<file path="config.mk">
export PLATFORM = sky130hd
export DESIGN_NAME = bmu_unit
export DESIGN_NICKNAME = d
export VERILOG_FILES = /design/src/rtl/bmu_pkg.sv /design/src/rtl/bmu_decode.sv /design/src/rtl/bmu_lead_zero.sv /design/src/rtl/bmu_trail_pop.sv /design/src/rtl/bmu_unit.sv
export SDC_FILE = /design/constraint.sdc
export NUM_CORES = 1
export LEC_CHECK = 0
export CAP_MARGIN = 20
export CORE_MARGIN = 3
export CORE_UTILIZATION = 60
export CTS_BUF_LIST = sky130_fd_sc_hd__clkbuf_16
export DETAILED_ROUTE_END_ITERATION = 16
export PLACE_DENSITY_LB_ADDON = 0.08
export SLEW_MARGIN = 25
export SYNTH_ARGS = -nofsm -noshare
export SYNTH_HDL_FRONTEND = slang
export SYNTH_HIERARCHICAL = 1
export SYNTH_SLANG_ARGS = --single-unit
</file>
<file path="constraint.sdc">
create_clock -name clk -period 1 [get_ports clk]
set_input_delay 0.2 -clock clk [delete_from_list [all_inputs] [get_ports clk]]
set_output_delay 0.2 -clock clk [all_outputs]
set_load 0.01 [all_outputs]
</file>
<file path="src/rtl/bmu_pkg.sv">
package bmu_pkg;
    typedef enum logic [2:0] {
        OP_LZC  = 3'd0,
        OP_LSC  = 3'd1,
        OP_TZC  = 3'd2,
        OP_POP  = 3'd3,
        OP_MAG  = 3'd4,
        OP_NONE = 3'd7
    } bmu_op_e;

    localparam logic [14:0] CLASS_BITS = 15'b101101011000000;
    localparam logic [5:0]  OPC_LZC    = 6'b000100;
    localparam logic [5:0]  OPC_LSC    = 6'b000101;
    localparam logic [5:0]  OPC_TZC    = 6'b000110;
    localparam logic [5:0]  OPC_POP    = 6'b000111;
    localparam logic [5:0]  OPC_MAG    = 6'b001000;
endpackage

</file>
<file path="src/rtl/bmu_decode.sv">
module bmu_decode
    import bmu_pkg::*;
(
    input  logic [31:0] instr,
    input  logic        feat_en,
    output bmu_op_e     op,
    output logic        wide,
    output logic        legal,
    output logic [4:0]  rd
);
    logic ext_op;
    logic unused_rn;

    assign unused_rn = ^instr[9:5];

    always_comb begin
        wide = instr[31];
        rd   = instr[4:0];
        unique case (instr[15:10])
            OPC_LZC: op = OP_LZC;
            OPC_LSC: op = OP_LSC;
            OPC_TZC: op = OP_TZC;
            OPC_POP: op = OP_POP;
            OPC_MAG: op = OP_MAG;
            default: op = OP_NONE;
        endcase
        ext_op = (op == OP_TZC) || (op == OP_POP) || (op == OP_MAG);
        legal  = (instr[30:16] == CLASS_BITS) && (op != OP_NONE) && (!ext_op || feat_en);
    end
endmodule

</file>
<file path="src/rtl/bmu_lead_zero.sv">
module bmu_lead_zero #(
    parameter int W  = 64,
    parameter int CW = $clog2(W) + 1
) (
    input  logic [W-1:0]  val,
    input  logic          wide,
    output logic [CW-1:0] lz
);
    localparam int HALF = W / 2;

    logic found;
    int   top;

    always_comb begin
        top   = wide ? (W - 1) : (HALF - 1);
        lz    = wide ? CW'(W) : CW'(HALF);
        found = 1'b0;
        for (int i = W - 1; i >= 0; i--) begin
            if (!found && (wide || i < HALF) && val[i]) begin
                lz    = CW'(top - i);
                found = 1'b1;
            end
        end
    end
endmodule

</file>
<file path="src/rtl/bmu_trail_pop.sv">
module bmu_trail_pop #(
    parameter int W  = 64,
    parameter int CW = $clog2(W) + 1
) (
    input  logic [W-1:0]  val,
    input  logic          wide,
    output logic [CW-1:0] tz,
    output logic [CW-1:0] pc
);
    localparam int HALF = W / 2;

    logic found;

    always_comb begin
        tz    = wide ? CW'(W) : CW'(HALF);
        pc    = '0;
        found = 1'b0;
        for (int i = 0; i < W; i++) begin
            if (wide || i < HALF) begin
                if (!found && val[i]) begin
                    tz    = CW'(i);
                    found = 1'b1;
                end
                pc = pc + CW'(val[i]);
            end
        end
    end
endmodule

</file>
<file path="src/rtl/bmu_unit.sv">
module bmu_unit
    import bmu_pkg::*;
#(
    parameter int XLEN = 64
) (
    input  logic            clk,
    input  logic            rst_n,
    input  logic            in_valid,
    input  logic            feat_en,
    input  logic [31:0]     instr,
    input  logic [XLEN-1:0] src,
    output logic            out_valid,
    output logic [4:0]      out_rd,
    output logic [XLEN-1:0] out_result,
    output logic            out_we,
    output logic            out_undef
);
    localparam int HALF = XLEN / 2;
    localparam int CW   = $clog2(XLEN) + 1;

    typedef struct packed {
        logic            vld;
        logic            we;
        logic            undef;
        logic [4:0]      rd;
        logic [XLEN-1:0] res;
    } out_t;

    out_t            out_d, out_q;
    bmu_op_e         op;
    logic            wide, legal;
    logic [4:0]      rd;
    logic            sign;
    logic [XLEN-1:0] lz_in;
    logic [CW-1:0]   lz, tz, pc;
    logic [HALF-1:0] lo, lo_mag;
    logic [XLEN-1:0] mag, res;

    bmu_decode u_dec (
        .instr   (instr),
        .feat_en (feat_en),
        .op      (op),
        .wide    (wide),
        .legal   (legal),
        .rd      (rd)
    );

    // Sign-run counting reuses the zero counter on src XOR sign.
    assign sign  = wide ? src[XLEN-1] : src[HALF-1];
    assign lz_in = (op == OP_LSC) ? (src ^ {XLEN{sign}}) : src;

    bmu_lead_zero #(.W(XLEN), .CW(CW)) u_lz (
        .val  (lz_in),
        .wide (wide),
        .lz   (lz)
    );

    bmu_trail_pop #(.W(XLEN), .CW(CW)) u_tp (
        .val  (src),
        .wide (wide),
        .tz   (tz),
        .pc   (pc)
    );

    always_comb begin
        lo     = src[HALF-1:0];
        lo_mag = lo[HALF-1] ? ((~lo) + HALF'(1)) : lo;
        if (wide)
            mag = src[XLEN-1] ? ((~src) + XLEN'(1)) : src;
        else
            mag = {{HALF{1'b0}}, lo_mag};

        unique case (op)
            OP_LZC:  res = {{(XLEN-CW){1'b0}}, lz};
            OP_LSC:  res = {{(XLEN-CW){1'b0}}, lz - CW'(1)};
            OP_TZC:  res = {{(XLEN-CW){1'b0}}, tz};
            OP_POP:  res = {{(XLEN-CW){1'b0}}, pc};
            OP_MAG:  res = mag;
            default: res = '0;
        endcase

        out_d = '0;
        if (in_valid) begin
            out_d.vld   = 1'b1;
            out_d.rd    = rd;
            out_d.we    = legal;
            out_d.undef = !legal;
            out_d.res   = legal ? res : '0;
        end
    end

    always_ff @(posedge clk or negedge rst_n) begin
        if (!rst_n) out_q <= '0;
        else        out_q <= out_d;
    end

    assign out_valid  = out_q.vld;
    assign out_rd     = out_q.rd;
    assign out_result = out_q.res;
    assign out_we     = out_q.we;
    assign out_undef  = out_q.undef;

    p_valid_lag_r10: assert property (@(posedge clk) disable iff (!rst_n)
        in_valid |=> out_valid);

    p_idle_quiet_r10: assert property (@(posedge clk) disable iff (!rst_n)
        !in_valid |=> (!out_valid && !out_we && !out_undef));

    p_undef_nowrite_r2: assert property (@(posedge clk) disable iff (!rst_n)
        out_undef |-> !out_we);

    p_narrow_zext_r3: assert property (@(posedge clk) disable iff (!rst_n)
        (in_valid && !instr[31]) |=> (out_result[XLEN-1:HALF] == '0));

    p_gate_r9: assert property (@(posedge clk) disable iff (!rst_n)
        (in_valid && !feat_en &&
         (instr[15:10] == OPC_TZC || instr[15:10] == OPC_POP || instr[15:10] == OPC_MAG))
        |=> (out_undef && !out_we));

    p_foreign_r1: assert property (@(posedge clk) disable iff (!rst_n)
        (in_valid && instr[30:16] != CLASS_BITS) |=> out_undef);
endmodule

</file>
==> results.md, run 1 <==
- CTS H-tree depth: 3
- Synth unique cells: 111
- Share of synthesized area occupied by flip-flops and latches: 12.1%
- Leading register cell type out of synthesis: sky130_fd_sc_hd__dfrtp_1
- Count of flip-flops with a built-in enable after synthesis: 0
- Clk Tree Root Cell: sky130_fd_sc_hd__clkbuf_16
- Tool error: [ERROR GRT-0232] Routing congestion too high. Check the congestion heatmap in the GUI.
- Count of mapped cells out of synthesis: 1,996
- Placement Setup Slack: -19.24 ns
- I/O pins: 172
- FFs w/ async S/R, synth: 100%
- Area share of the leading cell type in the synthesized netlist: 12.1%
- Net count after synthesis: 2,202
- Starting Density: 61.2%
- Number of sinks handled by clock tree synthesis: 72
- Total congestion overflow after global routing: 10
- Synth area leader: sky130_fd_sc_hd__dfrtp_1
- Maximum clock insertion buffer count: 2
- Pin count of the biggest net entering global routing: 109
- GP Congestion: 1.02
- Placed cell area: 21,500 sq um
- Cell types occupying the most area after synthesis: sky130_fd_sc_hd__dfrtp_1 12%, sky130_fd_sc_hd__xnor2_1 10%, sky130_fd_sc_hd__ha_1 6.8%
- Synthesis-stage register bit count: 72
- Horizontal extent of the die: 164 microns
- Combined area of all synthesized cells: 14,900 sq um
- Row count: 57
- CTS buffer count: 9
- # port buffers: 166
- Detailed placer's ending HPWL: 47,300 microns
- Number of synthesis warnings: 6
- Failing step: global routing
- Run status: aborted with a tool error
- Die H: 164 microns
- Mean area per synthesized cell: 7.48 sq um
- Global-route usage over all layers: 71.6%
[metrics by stage]
stage	hold slack, ns	cells
2_1_floorplan	-0.0956	1996
3_5_place_dp	0.0618	3005
4_1_cts	0.238	3065
3_3_place_gp	0.0547	3005
[routing by layer]
metal  track usage [%]  overflow
met1              69.6         0
met5              29.5         0
met2              90.9         3
met3              55.1         1
met4              71.0         6
[logic make-up after synthesis]
logic type | after synthesis | synth area share, %
DFF | 72 | 12.1
muxes | 43 | 3.13
xor gates and xnor gates | 292 | 20.5
buffers and inverters | 187 | 5.01
AOI/OAI and AO/OA | 448 | 20.2
adders and majority gates | 109 | 10.3
and+or+nand+nor | 845 | 28.7
[cell usage after synthesis (10+ instances only)]
cell                       number
sky130_fd_sc_hd__o31ai_1       22
sky130_fd_sc_hd__a21oi_1      117
sky130_fd_sc_hd__o21ai_0       84
sky130_fd_sc_hd__nand4_1       25
sky130_fd_sc_hd__o22ai_1       11
sky130_fd_sc_hd__inv_1         94
sky130_fd_sc_hd__nor3b_1       15
sky130_fd_sc_hd__nor2_1       245
sky130_fd_sc_hd__a211oi_1      20
sky130_fd_sc_hd__fa_1          25
sky130_fd_sc_hd__and3_1        29
sky130_fd_sc_hd__or4_1         12
sky130_fd_sc_hd__mux2i_1       34
sky130_fd_sc_hd__o211ai_1      18
sky130_fd_sc_hd__xnor3_1       22
sky130_fd_sc_hd__clkbuf_1      61
sky130_fd_sc_hd__nand2_1      201
sky130_fd_sc_hd__nor4_1        39
sky130_fd_sc_hd__ha_1          81
sky130_fd_sc_hd__dfrtp_1       72
sky130_fd_sc_hd__xor2_1        75
sky130_fd_sc_hd__nand3_1       77
sky130_fd_sc_hd__a31oi_1       15
sky130_fd_sc_hd__nor2b_1       18
sky130_fd_sc_hd__o41ai_1       10
sky130_fd_sc_hd__or3_1         20
sky130_fd_sc_hd__a21o_1        37
sky130_fd_sc_hd__buf_1         15
sky130_fd_sc_hd__nand2b_1      17
sky130_fd_sc_hd__nor3_1        54
sky130_fd_sc_hd__xnor2_1      178
sky130_fd_sc_hd__and2_1        19
[timing repair]
item,in CTS
buffers inserted,41
endpoints found under the setup margin,138
pin swaps,111
hold endpoints to repair,72
hold buffers,1
cloned,2
gates resized for setup,371
==> inputs of run 2 (changes only) <==
- CORE_UTILIZATION: 60 -> 40
- CTS_BUF_LIST: sky130_fd_sc_hd__clkbuf_16 -> not set
- PLACE_DENSITY_LB_ADDON: 0.08 -> 0.15
==> run 2 against run 1 <==
Effect of this change: the flow now finishes, with violations (negative setup slack); synthesized cell count unchanged; synthesized area unchanged.
==> results.md, run 2 <==
- Wire length of the first global-routing pass: 90,300 microns
- I/O pins: 172
- Delay contributed by the slowest stage of the critical path: 0.58 ns
- Final setup vio count: 138
- Clk Tree Root Cell: sky130_fd_sc_hd__clkbuf_16
- Number of synthesis warnings: 6
- Violations in the final reports: negative setup slack
- Cell types occupying the most area after synthesis: sky130_fd_sc_hd__dfrtp_1 12%, sky130_fd_sc_hd__xnor2_1 10%, sky130_fd_sc_hd__ha_1 6.8%
- Die area: 39,700 sq um
- Total routed wirelength: 58,400 microns
- Run status: finished with violations
- Max-Cap Viols: 0
- DRC viols: 0
- Startpoint-to-endpoint class of the critical path: input pin to flop
- Most frequent cells after synthesis: 245 x sky130_fd_sc_hd__nor2_1, 201 x sky130_fd_sc_hd__nand2_1, 178 x sky130_fd_sc_hd__xnor2_1, 117 x sky130_fd_sc_hd__a21oi_1, 94 x sky130_fd_sc_hd__inv_1
- Synthesis-stage register bit count: 72
- Highest clock frequency the design can meet: 52.5 MHz
- Area growth from synthesis to layout: 56.5%
- Sequential cell area: 1800 sq um
- Count of flip-flops with a built-in enable after synthesis: 0
- Via count of the first global-routing pass: 17,600
- # placed instances: 3,172
- Critical path's most frequent cell: sky130_fd_sc_hd__nand2_2
- Share of synthesized area occupied by flip-flops and latches: 12.1%
- Post-layout nets: 2,977
- Worst hold path class: input pin to async pin
- Capturing instance or port of the critical path: out_result[3]
- Net count after synthesis: 2,202
- Leading register cell type out of synthesis: sky130_fd_sc_hd__dfrtp_1
- Critical Path End Type: flop
- Maximum fanout along the worst path: 3
- Count of filler cells inserted in the layout: 3,298
- Detail-routed net length per standard cell: 18.0 microns
- Combined area of all synthesized cells: 14,900 sq um
- Detailed placer's ending HPWL: 46,300 microns
- Fraction of the core area covered by cells at the end of the flow: 63.7%
- Slew of the pin with the lowest slew margin: 0.949 ns
- GP Congestion: 0.937
- Mean area per synthesized cell: 7.48 sq um
- Pin count of the biggest net entering global routing: 95
- Global-route usage over all layers: 28.2%
- Die H: 199 microns
- Required time at the endpoint of the critical path: 1.24 ns
- Post-route minimum period: 19.05 ns
- Setup crit start kind: input pin
- Area share of the leading cell type in the synthesized netlist: 12.1%
- Worst slew margin: 36.7%
- Number of sinks handled by clock tree synthesis: 72
- # port buffers: 166
- Horizontal extent of the die: 199 microns
- Fin. Hold Viols: 0
- Post-route worst setup slack: -18.05 ns
- Starting Density: 40.7%
- Total congestion overflow after global routing: 0
- CTS H-tree depth: 3
- Flip-flop count of the largest register, all copies and words added: 64
- Final critical-path share of the clock period: 1900%
- Combined area of the multi-input logic cells: 13,400 sq um
- Count of placed standard cells in the final layout, fillers left out: 3,245
- Std-Cell Core Area: 36,700 sq um
- First-pass detailed-route iteration total: 5
- Most common library cell in the layout ignoring fill and taps: sky130_fd_sc_hd__buf_4
- Row count: 70
- Worst Path Arrival: 19.29 ns
- FFs w/ async S/R, synth: 100%
- Clk pin slew, worst setup/hold paths: 0.06 ns
- Unrepaired setup endpoints after global routing: true
- Leading cell type by number of instances after synthesis: sky130_fd_sc_hd__nor2_1
- Final number of max-transition violations: 0
- Clock tree from TritonCTS: built
- Number of routed nets with antenna violations: 0
- Crit. Startpoint: src[1]
- Synth area leader: sky130_fd_sc_hd__dfrtp_1
- Maximum clock insertion buffer count: 2
- CP max-delay cell: sky130_fd_sc_hd__fa_2
- Highest-count cells in the layout ignoring fill and taps: 632 x sky130_fd_sc_hd__buf_4, 210 x sky130_fd_sc_hd__nor2_1, 177 x sky130_fd_sc_hd__xnor2_1, 154 x sky130_fd_sc_hd__nand2_1, 105 x sky130_fd_sc_hd__a21oi_1
- Proportion of layout cells with a drive suffix above 1: 36.9%
- Count of mapped cells out of synthesis: 1,996
- DR vias/cell: 5.52
- Initial antenna violation count: 0
- CTS buffer count: 9
- Synth unique cells: 111
- Routed via count: 17,900
- DRT iter0 DRCs: 1,115
==> run 2: cell counts after synthesis <==
No cell type changed its count.
==> run 2: routing by layer <==
layer	up-vias	part of all wire [%]	track usage (%)
li1	8725	-	-
met1	8576	43	35.9
met2	495	49	50.2
met3	103	4.4	2.36
met4	0	3.2	9.76
met5	-	0	0
==> run 2: stage by stage <==
step | setup WS, ns | hold WS (ns) | cell area, sq um | setup TNS (ns)
final | -18.05 | 0.242 | 23400 | -193.30
after global routing | -18.97 | 0.263 | 23400 | -207.00
after CTS | -18.26 | 0.238 | 22800 | -205.60
after detailed placement | -19.15 | 0.0778 | 21800 | -229.00
after global placement | -18.72 | 0.0761 | 21800 | -225.19
after floorplan | -17.27 | -0.0956 | 15100 | -170.65
==> run 2: final cells by class <==
| class | count | area share [%] |
|---|---|---|
| multi-input combinational | 1737 | 57.5 |
| timing repair buffer | 856 | 29.4 |
| sequential | 72 | 7.71 |
| tap | 468 | 2.51 |
| inverter | 95 | 1.60 |
| clock buffer | 10 | 1.02 |
| clock inverter | 6 | 0.187 |
| antenna | 1 | 0.0107 |
==> run 2: logic make-up (layout without fill, tap and decap cells) <==
kind of cell    count (synthesis)  count (layout)  synth area share (%)
compound gates                448             448                  20.2
xor+xnor                      292             292                  20.5
fa+ha+maj                     109             109                  10.3
buf+inv                       187             967                  5.01
flops                          72              72                  12.1
mux                            43              43                  3.13
other cells                     0               1                     0
simple gates                  845             845                  28.7
==> run 2: how the worst min path moves through the flow <==
stage	end	slack [ns]	from
2_1_floorplan	out_rd[0]	-0.1	rst_n
3_3_place_gp	out_result[24]	0.08	rst_n
3_5_place_dp	out_result[24]	0.08	rst_n
4_1_cts	out_result[24]	0.24	rst_n
5_1_grt	out_result[15]	0.26	rst_n
6_report	out_result[32]	0.24	rst_n
==> run 2: what timing repair did <==
action,in CTS,in global routing
setup buffers,37,18
gates cloned,0,0
setup endpoints to repair,138,138
pin swaps,76,108
hold buffers,1,0
endpoints found under the hold margin,72,0
gates resized for setup,278,204
==> run 2: critical path, delay by kind of cell <==
kind | cells | cell delay, ns
AO/OA/AOI/OAI | 9 | 0.69
XOR/XNOR | 4 | 0.76
adder cells (fa/ha/maj) | 40 | 12.64
buffers and inverters | 11 | 0.67
multiplexers | 1 | 0.49
AND/OR/NAND/NOR | 47 | 3.79
Power of run 2 is not shown: default switching activity piles up to over one toggle a cycle in this logic, so the estimate is an artifact.
